--- src/rtl/serialRegPkg.sv ---
package serialRegPkg;

  typedef enum logic [3:0] {
    ST_IDLE,
    ST_ADDR,
    ST_ADDR_ACK,
    ST_REG,
    ST_REG_ACK,
    ST_WDATA,
    ST_WDATA_ACK,
    ST_RDATA,
    ST_RDATA_ACK
  } busState_e;

  // strobes from the control FSM to the datapath
  typedef struct packed {
    logic clrCnt;   // restart the bit counter
    logic shiftIn;  // take one received bit
    logic loadPtr;  // pointer <= received byte
    logic wrStb;    // commit received byte, then advance pointer
    logic incPtr;   // advance pointer after a read byte
    logic loadTx;   // fetch register byte into the transmit shifter
    logic shiftTx;  // present next transmit bit
  } dpStrobe_t;

endpackage

--- src/rtl/serialLineSync.sv ---
module serialLineSync #(
  parameter int SYNC_STAGES = 2
) (
  input  logic clk,
  input  logic rstN,
  input  logic sclIn,
  input  logic sdaIn,
  output logic sdaLvl,
  output logic sclRise,
  output logic sclFall,
  output logic startDet,
  output logic stopDet
);
  localparam int PIPE_W = SYNC_STAGES + 1;

  logic [1:0] lineIn;
  logic [PIPE_W-1:0] pipe [2];
  logic [1:0] cur;
  logic [1:0] prev;

  assign lineIn = {sclIn, sdaIn};

  // index 1 = SCL, index 0 = SDA; idle bus is high
  for (genvar g = 0; g < 2; g++) begin : gLine
    always_ff @(posedge clk or negedge rstN) begin
      if (!rstN) pipe[g] <= '1;
      else       pipe[g] <= {pipe[g][PIPE_W-2:0], lineIn[g]};
    end
    assign cur[g]  = pipe[g][PIPE_W-2];
    assign prev[g] = pipe[g][PIPE_W-1];
  end

  assign sdaLvl   = cur[0];
  assign sclRise  = cur[1] & ~prev[1];
  assign sclFall  = ~cur[1] & prev[1];
  assign startDet = cur[1] & prev[1] & prev[0] & ~cur[0];
  assign stopDet  = cur[1] & prev[1] & ~prev[0] & cur[0];

endmodule

--- src/rtl/serialSlaveData.sv ---
module serialSlaveData
  import serialRegPkg::*;
#(
  parameter int DATA_W    = 8,
  parameter int REG_AW    = 6,
  parameter int PAGE_BITS = 4,
  localparam int CNT_W    = $clog2(DATA_W + 1)
) (
  input  logic              clk,
  input  logic              rstN,
  input  dpStrobe_t         stb,
  input  logic              sdaLvl,
  input  logic [DATA_W-1:0] regRdData,
  output logic              byteDone,
  output logic [DATA_W-1:0] rxByte,
  output logic              txBit,
  output logic              regWrEn,
  output logic [REG_AW-1:0] regWrAddr,
  output logic [DATA_W-1:0] regWrData,
  output logic [REG_AW-1:0] regPtr
);
  logic [CNT_W-1:0]  bitCnt;
  logic [DATA_W-1:0] rxShift;
  logic [DATA_W-1:0] txShift;
  logic [REG_AW-1:0] ptrNext;

  // pointer advance stays inside one page
  if (PAGE_BITS >= REG_AW) begin : gFlatPtr
    assign ptrNext = regPtr + REG_AW'(1);
  end else begin : gPagedPtr
    assign ptrNext = {regPtr[REG_AW-1:PAGE_BITS],
                      regPtr[PAGE_BITS-1:0] + PAGE_BITS'(1)};
  end

  always_ff @(posedge clk or negedge rstN) begin
    if (!rstN) begin
      bitCnt    <= '0;
      rxShift   <= '0;
      txShift   <= '1;
      regPtr    <= '0;
      regWrEn   <= 1'b0;
      regWrAddr <= '0;
      regWrData <= '0;
    end else begin
      if (stb.clrCnt) begin
        bitCnt <= '0;
      end else if (stb.shiftIn) begin
        rxShift <= {rxShift[DATA_W-2:0], sdaLvl};
        bitCnt  <= bitCnt + CNT_W'(1);
      end

      if (stb.loadPtr)                  regPtr <= rxShift[REG_AW-1:0];
      else if (stb.wrStb || stb.incPtr) regPtr <= ptrNext;

      regWrEn <= stb.wrStb;
      if (stb.wrStb) begin
        regWrAddr <= regPtr;
        regWrData <= rxShift;
      end

      if (stb.loadTx)       txShift <= regRdData;
      else if (stb.shiftTx) txShift <= {txShift[DATA_W-2:0], 1'b1};
    end
  end

  assign byteDone = (bitCnt == CNT_W'(DATA_W));
  assign rxByte   = rxShift;
  assign txBit    = txShift[DATA_W-1];

endmodule

--- src/rtl/serialSlaveCtrl.sv ---
module serialSlaveCtrl
  import serialRegPkg::*;
#(
  parameter int DATA_W                 = 8,
  parameter logic [DATA_W-3:0] ADDR_HI = 6'b010010
) (
  input  logic              clk,
  input  logic              rstN,
  input  logic              sclRise,
  input  logic              sclFall,
  input  logic              startDet,
  input  logic              stopDet,
  input  logic              sdaLvl,
  input  logic              byteDone,
  input  logic [DATA_W-1:0] rxByte,
  input  logic              txBit,
  input  logic              addrSel,
  output dpStrobe_t         stb,
  output logic              sdaOe
);
  busState_e state, stateNext;
  logic      rdMode, rdModeNext;
  logic      hostAck, hostAckNext;
  logic      addrMatch;

  assign addrMatch = (rxByte[DATA_W-1:1] == {ADDR_HI, addrSel});

  always_ff @(posedge clk or negedge rstN) begin
    if (!rstN) begin
      state   <= ST_IDLE;
      rdMode  <= 1'b0;
      hostAck <= 1'b0;
    end else begin
      state   <= stateNext;
      rdMode  <= rdModeNext;
      hostAck <= hostAckNext;
    end
  end

  always_comb begin
    stateNext   = state;
    rdModeNext  = rdMode;
    hostAckNext = hostAck;
    stb         = '0;

    if (startDet) begin
      stateNext  = ST_ADDR;
      stb.clrCnt = 1'b1;
    end else if (stopDet) begin
      stateNext  = ST_IDLE;
      stb.clrCnt = 1'b1;
    end else begin
      unique case (state)
        ST_IDLE: ;

        ST_ADDR, ST_REG, ST_WDATA: begin
          if (sclRise && !byteDone) stb.shiftIn = 1'b1;
          if (sclFall && byteDone) begin
            stb.clrCnt = 1'b1;
            if (state == ST_ADDR) begin
              if (addrMatch) begin
                stateNext  = ST_ADDR_ACK;
                rdModeNext = rxByte[0];
              end else begin
                stateNext = ST_IDLE;
              end
            end else if (state == ST_REG) begin
              stb.loadPtr = 1'b1;
              stateNext   = ST_REG_ACK;
            end else begin
              stb.wrStb = 1'b1;
              stateNext = ST_WDATA_ACK;
            end
          end
        end

        ST_ADDR_ACK: begin
          if (sclFall) begin
            stb.clrCnt = 1'b1;
            if (rdMode) begin
              stb.loadTx = 1'b1;
              stateNext  = ST_RDATA;
            end else begin
              stateNext = ST_REG;
            end
          end
        end

        ST_REG_ACK, ST_WDATA_ACK: begin
          if (sclFall) begin
            stb.clrCnt = 1'b1;
            stateNext  = ST_WDATA;
          end
        end

        ST_RDATA: begin
          if (sclRise && !byteDone) stb.shiftIn = 1'b1;
          if (sclFall) begin
            if (byteDone) begin
              stb.clrCnt  = 1'b1;
              stb.incPtr  = 1'b1;
              hostAckNext = 1'b0;
              stateNext   = ST_RDATA_ACK;
            end else begin
              stb.shiftTx = 1'b1;
            end
          end
        end

        ST_RDATA_ACK: begin
          if (sclRise) hostAckNext = ~sdaLvl;
          if (sclFall) begin
            if (hostAck) begin
              stb.loadTx = 1'b1;
              stateNext  = ST_RDATA;
            end else begin
              stateNext = ST_IDLE;
            end
          end
        end

        default: stateNext = ST_IDLE;
      endcase
    end
  end

  always_comb begin
    unique case (state)
      ST_ADDR_ACK, ST_REG_ACK, ST_WDATA_ACK: sdaOe = 1'b1;
      ST_RDATA:                              sdaOe = ~txBit;
      default:                               sdaOe = 1'b0;
    endcase
  end

endmodule

--- src/rtl/serialRegSlave.sv ---
module serialRegSlave
  import serialRegPkg::*;
#(
  parameter int DATA_W                 = 8,
  parameter int REG_AW                 = 6,
  parameter int PAGE_BITS              = 4,
  parameter int SYNC_STAGES            = 2,
  parameter logic [DATA_W-3:0] ADDR_HI = 6'b010010
) (
  input  logic              clk,
  input  logic              rstN,
  input  logic              sclIn,
  input  logic              sdaIn,
  output logic              sdaOe,
  input  logic              addrSel,
  output logic              regWrEn,
  output logic [REG_AW-1:0] regWrAddr,
  output logic [DATA_W-1:0] regWrData,
  output logic [REG_AW-1:0] regRdAddr,
  input  logic [DATA_W-1:0] regRdData
);
  logic              sdaLvl, sclRise, sclFall, startDet, stopDet;
  logic              byteDone, txBit;
  logic [DATA_W-1:0] rxByte;
  dpStrobe_t         stb;

  serialLineSync #(.SYNC_STAGES(SYNC_STAGES)) uSync (
    .clk(clk), .rstN(rstN), .sclIn(sclIn), .sdaIn(sdaIn),
    .sdaLvl(sdaLvl), .sclRise(sclRise), .sclFall(sclFall),
    .startDet(startDet), .stopDet(stopDet)
  );

  serialSlaveCtrl #(.DATA_W(DATA_W), .ADDR_HI(ADDR_HI)) uCtrl (
    .clk(clk), .rstN(rstN), .sclRise(sclRise), .sclFall(sclFall),
    .startDet(startDet), .stopDet(stopDet), .sdaLvl(sdaLvl),
    .byteDone(byteDone), .rxByte(rxByte), .txBit(txBit),
    .addrSel(addrSel), .stb(stb), .sdaOe(sdaOe)
  );

  serialSlaveData #(.DATA_W(DATA_W), .REG_AW(REG_AW), .PAGE_BITS(PAGE_BITS)) uData (
    .clk(clk), .rstN(rstN), .stb(stb), .sdaLvl(sdaLvl),
    .regRdData(regRdData), .byteDone(byteDone), .rxByte(rxByte),
    .txBit(txBit), .regWrEn(regWrEn), .regWrAddr(regWrAddr),
    .regWrData(regWrData), .regPtr(regRdAddr)
  );

endmodule

--- config.mk ---
export PLATFORM = sky130hd
export DESIGN_NAME = serialRegSlave
export DESIGN_NICKNAME = d
export VERILOG_FILES = /design/src/rtl/serialRegPkg.sv /design/src/rtl/serialLineSync.sv /design/src/rtl/serialSlaveData.sv /design/src/rtl/serialSlaveCtrl.sv /design/src/rtl/serialRegSlave.sv
export SDC_FILE = /design/constraint.sdc
export NUM_CORES = 1
export LEC_CHECK = 0
export ABC_AREA = 0
export ABC_CLOCK_PERIOD_IN_PS = 3800
export BUFFER_PORTS_ARGS = -buffer_cell sky130_fd_sc_hd__buf_2
export CAP_MARGIN = 20
export CORE_MARGIN = 5
export CORE_UTILIZATION = 25
export CTS_BUF_LIST = sky130_fd_sc_hd__clkbuf_8
export DETAILED_ROUTE_END_ITERATION = 12
export GPL_TIMING_DRIVEN = 0
export PLACE_DENSITY_LB_ADDON = 0.08
export SYNTH_ARGS = -nofsm -noshare
export SYNTH_HDL_FRONTEND = slang
export SYNTH_SLANG_ARGS = --single-unit
--- constraint.sdc ---
create_clock -name clk -period 3.8 [get_ports clk]
set_clock_uncertainty 0.2 [all_clocks]
set_input_delay 0.57 -clock clk [delete_from_list [all_inputs] [get_ports clk]]
set_output_delay 0.57 -clock clk [all_outputs]
set_load 0.02 [all_outputs]
==> results.json, run 1 <==
{
  "synth_area_um2": 2540,
  "wl_um": 5460,
  "synthFlopType": "dfrtp_1",
  "regArea_um2": 1340,
  "start_kind": "flip-flop",
  "synth-edff-count": 0,
  "pre_cts_ws_ps": 1640,
  "ys_ff_latch": 53,
  "postCtsSetupBuffers": 0,
  "stdcell_area_um2": 3000,
  "use_met1_pct": 13.4,
  "chipWidth_um": 111,
  "combPwrFrac_pct": 24.2,
  "dieArea_um2": 12300,
  "io_buffer_count": 34,
  "slowest_stage": "dfrtp_1",
  "async_flop_share_pct": 100,
  "htree_levels": 2,
  "yosysSeqAreaShare_pct": 52.8,
  "diodes": 0,
  "crit_path_end_kind": "primary output",
  "viasPerCell": 4.36,
  "synth_area_leaders": "dfrtp_1, dfstp_2, mux2_2",
  "avgSynthCellArea_um2": 11.8,
  "crit_arrival_ps": 1540,
  "crit_family": "buffers and inverters",
  "numClockSinks": 53,
  "cp_slowest_stage_delay_ps": 370,
  "clock_latency_ps": 310,
  "root_buffer": "clkbuf_8",
  "synthDominantCellAreaShare_pct": 38.3,
  "detailed_place.area_um2": 2900,
  "hold_class": "in2async",
  "clockPowerShare_pct": 24.1,
  "final_cell_mix": "dfrtp_1, buf_2, nand2_1, mux2_2, nor2_1",
  "grt_usage_pct": 9.59,
  "clockBufferDepth": 2,
  "worstPathMaxFanout": 10,
  "detail_route.wl_per_cell_um": 14.0,
  "intPower_mw": 0.910,
  "ir_drop_uv": 154,
  "worstPathCellList": "buf_2, clkbuf_1, nor2_1, buf_2",
  "use_met3_pct": 2.24,
  "grt_busiest_layer": "met2",
  "hold_viol": 0,
  "fin_crit_sh_pct": 60.8,
  "syn_nets": 231,
  "slew_viol_final": 0,
  "drive_above_1_share_pct": 39.5,
  "leakagePower_nw": 1.46,
  "grt_max_degree": 36,
  "core_area_um2": 9860,
  "slew_headroom_pct": 62.6,
  "total_power_mw": 1.40,
  "finalSetupTns_ps": 0,
  "grt_pass1_vias": 1850,
  "rsz0062_at_grt": "false",
  "first_pass_iters": 4,
  "holdBufCountCts": 0,
  "seq_power_share_pct": 51.7,
  "start_util_pct": 25.8,
  "ios": 35,
  "detail-route-antenna-nets": 0,
  "worstSetupPathType": "reg2out",
  "grt_pass1_wl_um": 9690,
  "layout_commonest_cell": "dfrtp_1",
  "setup_ws_ps": 1490,
  "drc_errors": 0,
  "syn_inst": 215,
  "drtIter0Drc": 90,
  "p_sw_share_pct": 35.2,
  "outcome": "finished, final reports clean",
  "power-per-cell-area_nw_per_um2": 469,
  "placementRows": 36,
  "maxCapViolCount": 0,
  "path_buf_inv": 3,
  "max_freq_ghz": 0.433,
  "yosys.area.top_type": "dfrtp_1",
  "cts_tree": "yes",
  "multi_input_area_um2": 1110,
  "area_delta_synth_final_pct": 17.7,
  "yosysUniqueCellTypes": 45,
  "dp_hpwl_um": 3970,
  "cts.clk_slew.worst_paths_ps": 100,
  "timing.critical_path.mode_cell": "buf_2",
  "num_vias": 1704,
  "ctsResizeCount": 0,
  "ys.warnings.count": 0,
  "nets": 273,
  "nFillCells": 1010,
  "antenna_found_initial": 0,
  "cts_buffers": 5,
  "met2_usage_pct": 14.8,
  "finalCriticalPeriod_ps": 2310,
  "setup_viol": 0,
  "worst_slew_pin_slew_ps": 557,
  "switchingPower_mw": 0.494,
  "die_h_um": 111,
  "gp_congestion": 0.749,
  "crit_required_ps": 3030,
  "grt_overflow": 0
}
==> layout make-up <==
type                    instances  area share [%]
repair buffers                 35            6.35
inverters                       7           0.877
clock inverters                 3           0.835
well taps                     133            5.56
clock buffers                   5            2.30
flip-flops and latches         53            44.9
plain buffers                   9            2.05
multi-input cells             146            37.2
==> state kept, by name, summed over array words and instances, names as in the netlist <==
register / flops
uData.regWrData: 8
uData.rxByte: 8
uData.txShift: 8
uData.regPtr: 6
uData.regWrAddr: 6
uCtrl.state: 4
uData.bitCnt: 4
uSync.pipe: 4
uCtrl.hostAck: 1
uCtrl.rdMode: 1
uData.regWrEn: 1
uSync.cur: 1
uSync.sdaLvl: 1
==> path summary, 6_finish.rpt <==
kind,from,cells after the start,slack [ps],to
setup / recovery,uCtrl.state[3],4,1490,sdaOe
hold / removal,rstN,1,9,uCtrl.state[2]
setup reg to reg,uData.bitCnt[0],7,1680,uCtrl.state[2]
hold reg to reg,uSync.pipe[0],0,160,uSync.cur[1]
max in group asynchronous,rstN,2,2840,uCtrl.state[0]
min in group clk,sclIn,1,150,uSync.pipe[0]
==> Yosys cell counts, types with 3 or more instances <==
library cell	n
dfrtp_1	39
nor3_1	3
nor2_1	19
nor4_1	4
a21oi_1	8
inv_1	6
xnor2_1	3
buf_2	4
nand2_1	22
nand3_1	7
dfstp_2	14
o21ai_0	6
mux2_2	22
ha_1	3
mux2_4	3
xor2_1	4
a22oi_1	7
==> cell families after synthesis <==
logic type	count (synthesis)	synth area share, %
AO/OA/AOI/OAI	33	9.14
XOR/XNOR	7	2.41
adder cells (fa/ha/maj)	3	1.48
buffers and inverters	16	3.44
flip-flops	53	52.8
multiplexers	27	12.3
AND/OR/NAND/NOR	76	18.4
==> worst reg2reg max path: cells and delay by family (launching register included) <==
kind                     cells  cell delay, ps
adder cells (fa/ha/maj)      1             180
flip-flops                   1             430
buffers and inverters        1              70
AO/OA/AOI/OAI                4            1010
AND/OR/NAND/NOR              1             140
==> power groups by stage <==
stage / clock network, mW / logic (mW) / registers, mW
after floorplan: 0 / 0.263 / 0.707
after global placement: 0 / 0.346 / 0.741
after detailed placement: 0 / 0.342 / 0.739
after CTS: 0.362 / 0.344 / 0.730
after global routing: 0.378 / 0.386 / 0.741
final: 0.338 / 0.340 / 0.726
==> metal layers <==
layer  share of wire [%]  vias to the layer above  wire [µm]
met5                   0                        -          0
met3                 2.8                        2        152
li1                    -                      853          -
met1                  50                      829       2760
met2                  46                       20       2520
met4                0.64                        0         35
==> through the flow <==
step / util (%) / hold WS [ps] / instances
floorplan: - / 74.4 / 215
global placement: 29.2 / 146 / 382
detailed placement: 29.4 / 147 / 383
CTS: 30.4 / 17.6 / 391
global route: 30.4 / 29.2 / 391
finish: 30.4 / 8.58 / 391
(Power assumes the default switching activity.)
==> run 2: changes to the inputs <==
--- a/config.mk
+++ b/config.mk
@@ -6,7 +6,7 @@
 export NUM_CORES = 1
 export LEC_CHECK = 0
 export ABC_AREA = 0
-export ABC_CLOCK_PERIOD_IN_PS = 3800
+export ABC_CLOCK_PERIOD_IN_PS = 2150
 export BUFFER_PORTS_ARGS = -buffer_cell sky130_fd_sc_hd__buf_2
 export CAP_MARGIN = 20
 export CORE_MARGIN = 5
==> constraint.sdc (replaced) <==
create_clock -name clk -period 2.15 [get_ports clk]
set_clock_uncertainty 0.2 [all_clocks]
set_input_delay 0.3225 -clock clk [delete_from_list [all_inputs] [get_ports clk]]
set_output_delay 0.3225 -clock clk [all_outputs]
set_load 0.02 [all_outputs]
==> results.json, run 2 (same netlist as run 1, synthesis figures left out) <==
{
  "outcome": "finished, final reports clean",
  "r2r_setup_slack_ps": 140,
  "drc_errors": 0,
  "path_buf_inv": 2,
  "grt_max_degree": 36,
  "slowest_stage": "dfrtp_1",
  "cts_tree": "yes",
  "final_cell_mix": "dfrtp_1, buf_2, nand2_1, mux2_2, nor2_1",
  "start_kind": "flip-flop",
  "numClockSinks": 53,
  "reg2reg_to": "uData.regWrData[5]",
  "detail_route.wl_per_cell_um": 13.9,
  "cts.clk_slew.worst_paths_ps": 100,
  "num_vias": 1736,
  "stdcell_count": 395,
  "slew_viol_final": 0,
  "cp_slowest_stage_delay_ps": 470,
  "endpoint": "sdaOe",
  "grt_pass1_wl_um": 9740,
  "wl_um": 5500,
  "min_from": "regRdData[0]",
  "htree_levels": 2,
  "r2r-start": "uData.bitCnt[0]",
  "stdcell_area_um2": 3050,
  "grt_pass1_vias": 1863,
  "dpl.cell_count": 383,
  "postCtsSetupBuffers": 0,
  "crit_required_ps": 1630,
  "worst_slew_pin_slew_ps": 559,
  "worstPathCellList": "buf_4, o21ai_0, a22oi_1, nor2_1, buf_2",
  "antenna_found_initial": 0,
  "finalSetupTns_ps": 0,
  "layout_commonest_cell": "dfrtp_1",
  "dieArea_um2": 12300,
  "drtIter0Drc": 81,
  "diodes": 0,
  "io_buffer_count": 34,
  "viasPerCell": 4.39,
  "drive_above_1_share_pct": 40.1,
  "slew_headroom_pct": 62.4,
  "crit_arrival_ps": 1480,
  "grt_usage_pct": 9.63,
  "ir_drop_uv": 271,
  "placementRows": 36,
  "clock_latency_ps": 310,
  "dp_hpwl_um": 3970,
  "area_delta_synth_final_pct": 19.8,
  "worstSetupPathType": "reg2out",
  "core_area_um2": 9860,
  "max_freq_ghz": 0.499,
  "nets": 277,
  "detailed_place.area_um2": 2900,
  "crit_family": "flip-flops",
  "hold_class": "in2reg",
  "root_buffer": "clkbuf_8",
  "reg2reg_depth": 7,
  "start_util_pct": 25.8,
  "chipWidth_um": 111,
  "setup_viol": 0,
  "clockBufferDepth": 2,
  "die_h_um": 111,
  "fin_crit_sh_pct": 93.3,
  "cts_buffers": 5,
  "detail-route-antenna-nets": 0,
  "power-per-cell-area_nw_per_um2": 818,
  "cp-startpoint": "uCtrl.state[0]",
  "ios": 35,
  "leakagePower_nw": 1.48,
  "fin_hold_ws_ps": 20.3,
  "rsz0062_at_grt": "false",
  "crit_path_end_kind": "primary output",
  "first_pass_iters": 4,
  "gp_congestion": 0.749,
  "maxCapViolCount": 0,
  "grt_overflow": 0,
  "crit_cells": 5,
  "finalCriticalPeriod_ps": 2010,
  "worstPathMaxFanout": 10,
  "hold_viol": 0
}
## run 2: worst min path at each step
stage | cells past startpoint | slack [ps] | endpoint
global route | 3 | 30 | uData.txShift[3]
global placement | 0 | 150 | uSync.sdaLvl
finish | 3 | 20 | uData.txShift[0]
CTS | 3 | 4 | uData.txShift[0]
detailed placement | 1 | 120 | uCtrl.state[2]
floorplan | 0 | -170 | uCtrl.hostAck
## run 2: report_power, final
group,switching (mW),internal [mW],total [mW]
clock,0.359,0.236,0.595
combinational,0.371,0.243,0.615
sequential,0.146,1.14,1.28
total,0.876,1.62,2.49
## run 2: metal layers
layer  wire [µm]  global-route usage [%]  part of all wire [%]  up-vias
met2        2530                    14.9                    46       30
li1            -                       -                     -      860
met5           0                       0                     0        -
met3         178                    2.29                   3.2        2
met4          35                    2.63                  0.64        0
met1        2760                    13.5                    50      844
## run 2: metrics by stage
step                      worst slack (ps)  power [mW]  utilization [%]
after global placement               -4.37        1.92             29.2
after floorplan                        239        1.71                -
after global routing                  2.33        2.68             30.9
after detailed placement             -11.8        1.91             29.4
after CTS                             31.7        2.54             30.8
final                                  144        2.49             30.9
## run 2: timing repair
action / in CTS / in global routing
hold endpoints to repair: 7 / 0
gates resized for setup: 1 / 4
hold buffers: 4 / 0
setup endpoints to repair: 4 / 7
cloned: 0 / 0
## run 2: final cells by class
class                           count  area [µm²]
Inverter                            7        26.3
Tap cell                          133         166
Multi-Input combinational cell    146        1120
Buffer                              9        65.1
Fill cell                        1008        6820
Timing Repair Buffer               39         230
Clock inverter                      3        25.0
Clock buffer                        5        68.8
Sequential cell                    53        1340
## run 2: worst register-to-register path: cells and delay by family (launching register included)
family        cells  cell delay, ps
simple gates      3             530
flops             1             430
mux               1             290
buf+inv           2             270
fa+ha+maj         1             180
==> run 3: changes to the inputs <==
--- a/config.mk
+++ b/config.mk
@@ -9,7 +9,7 @@
 export ABC_CLOCK_PERIOD_IN_PS = 2150
 export BUFFER_PORTS_ARGS = -buffer_cell sky130_fd_sc_hd__buf_2
 export CAP_MARGIN = 20
-export CORE_MARGIN = 5
+export CORE_MARGIN = 8
 export CORE_UTILIZATION = 25
 export CTS_BUF_LIST = sky130_fd_sc_hd__clkbuf_8
 export DETAILED_ROUTE_END_ITERATION = 12
==> constraint.sdc (replaced) <==
create_clock -name clk -period 2.15 [get_ports clk]
set_clock_uncertainty 0.2 [all_clocks]
set_input_delay 0.645 -clock clk [delete_from_list [all_inputs] [get_ports clk]]
set_output_delay 0.645 -clock clk [all_outputs]
set_load 0.02 [all_outputs]
==> results.json, run 3 (same netlist as run 1, synthesis figures left out) <==
{
  "power-per-cell-area_nw_per_um2": 844,
  "die_h_um": 117,
  "antenna_found_initial": 0,
  "cts_buffers": 5,
  "crit_arrival_ps": 1300,
  "setup_ws_ps": 6.82,
  "wl_um": 5950,
  "holdBufCountCts": 0,
  "combPwrFrac_pct": 30.7,
  "gp_congestion": 0.794,
  "grt_max_degree": 36,
  "grt_overflow": 0,
  "layout_commonest_cell": "dfrtp_1",
  "chipWidth_um": 117,
  "dp_hpwl_um": 4230,
  "grt_pass1_vias": 1761,
  "detail-route-antenna-nets": 0,
  "drive_above_1_share_pct": 46.9,
  "start_util_pct": 25.2,
  "crit_path_end_kind": "primary output",
  "stdcell_count": 409,
  "hold_viol": 0,
  "nets": 288,
  "outcome": "finished, final reports clean",
  "cts.clk_slew.worst_paths_ps": 110,
  "area_delta_synth_final_pct": 26.0,
  "hold_class": "in2async",
  "grt_usage_pct": 8.99,
  "switchingPower_mw": 0.942,
  "numClockSinks": 53,
  "finalCriticalPeriod_ps": 2140,
  "detail_route.wl_per_cell_um": 14.6,
  "first_pass_iters": 4,
  "final_cell_mix": "dfrtp_1, buf_2, nand2_1, mux2_2, nor2_1",
  "post-route-util_pct": 31.8,
  "diodes": 0,
  "worstPathMaxFanout": 2,
  "viasPerCell": 4.39,
  "io_buffer_count": 34,
  "worstSetupPathType": "reg2out",
  "clockPowerShare_pct": 22.0,
  "reg2reg_depth": 7,
  "root_buffer": "clkbuf_8",
  "clock_latency_ps": 310,
  "ios": 35,
  "start_kind": "flip-flop",
  "maxCapViolCount": 0,
  "crit_required_ps": 1300,
  "cts_tree": "yes",
  "intPower_mw": 1.76,
  "clockBufferDepth": 2,
  "drtIter0Drc": 96,
  "reg2reg_to": "uData.rxByte[6]",
  "pre_cts_ws_ps": -40.0,
  "r2r-start": "uData.bitCnt[1]",
  "dpl.cell_count": 386,
  "ir_drop_uv": 265,
  "fin_hold_ws_ps": 80.1,
  "dieArea_um2": 13700,
  "core_area_um2": 10100,
  "p_sw_share_pct": 34.8,
  "regArea_um2": 1350,
  "stdcell_area_um2": 3210,
  "fin_crit_sh_pct": 99.7,
  "placementRows": 37,
  "seq_power_share_pct": 47.3,
  "setup_viol": 0,
  "slew_headroom_pct": 66.8,
  "total_power_mw": 2.71,
  "leakagePower_nw": 1.56,
  "grt_pass1_wl_um": 9490,
  "slew_viol_final": 0,
  "r2r_setup_slack_ps": 130,
  "multi_input_area_um2": 1170,
  "htree_levels": 2,
  "worst_slew_pin_slew_ps": 495,
  "max_freq_ghz": 0.467,
  "num_vias": 1797,
  "rsz0062_at_grt": "true",
  "detailed_place.area_um2": 2910,
  "nFillCells": 1092,
  "cp-startpoint": "uData.txShift[7]",
  "drc_errors": 0,
  "finalSetupTns_ps": 0
}
-- run 3: repair_timing --
action                                  CTS  global route
gates resized for setup                  16            11
setup buffers                             4            11
cloned                                    0             0
hold endpoints to repair                  0             0
pin swaps                                 0             5
endpoints found under the setup margin   12            25
-- run 3: power by group through the flow --
stage	logic, mW	registers [mW]	clock network (mW)
2_1_floorplan	0.466	1.25	0
3_3_place_gp	0.615	1.31	0
3_5_place_dp	0.611	1.31	0
4_1_cts	0.731	1.28	0.643
5_1_grt	0.912	1.30	0.677
6_report	0.831	1.28	0.597
-- run 3: final cells by class --
cell class	count	share of cell area, %
clock buffer	5	2.15
clock inverter	3	0.780
tap	136	5.31
multi-input combinational	146	36.4
buffer	9	2.93
inverter	7	0.819
timing repair buffer	50	9.64
sequential	53	41.9
-- run 3: critical path: stages (launching register included) --
cell,delay [ps]
dfstp_2,580
o21ai_4,60
a22oi_2,160
nor2_2,70
buf_6,130
-- run 3: how the worst max path moves through the flow --
stage                    endpoint  slack [ps]  cells past startpoint
2_1_floorplan  uData.regWrData[2]         240                      7
3_3_place_gp         uCtrl.rdMode         -30                      6
3_5_place_dp         uCtrl.rdMode         -40                      6
4_1_cts                     sdaOe         -30                      5
5_1_grt                     sdaOe         -70                      5
6_report                    sdaOe           7                      4
-- run 3: metal layers --
metal  track usage, %  vias to the layer above  routed length [µm]
met1             12.2                      879                2770
met3             2.36                        6                 253
met5                0                        -                   0
li1                 -                      881                   -
met4             2.99                        0                  80
met2             13.6                       31                2850
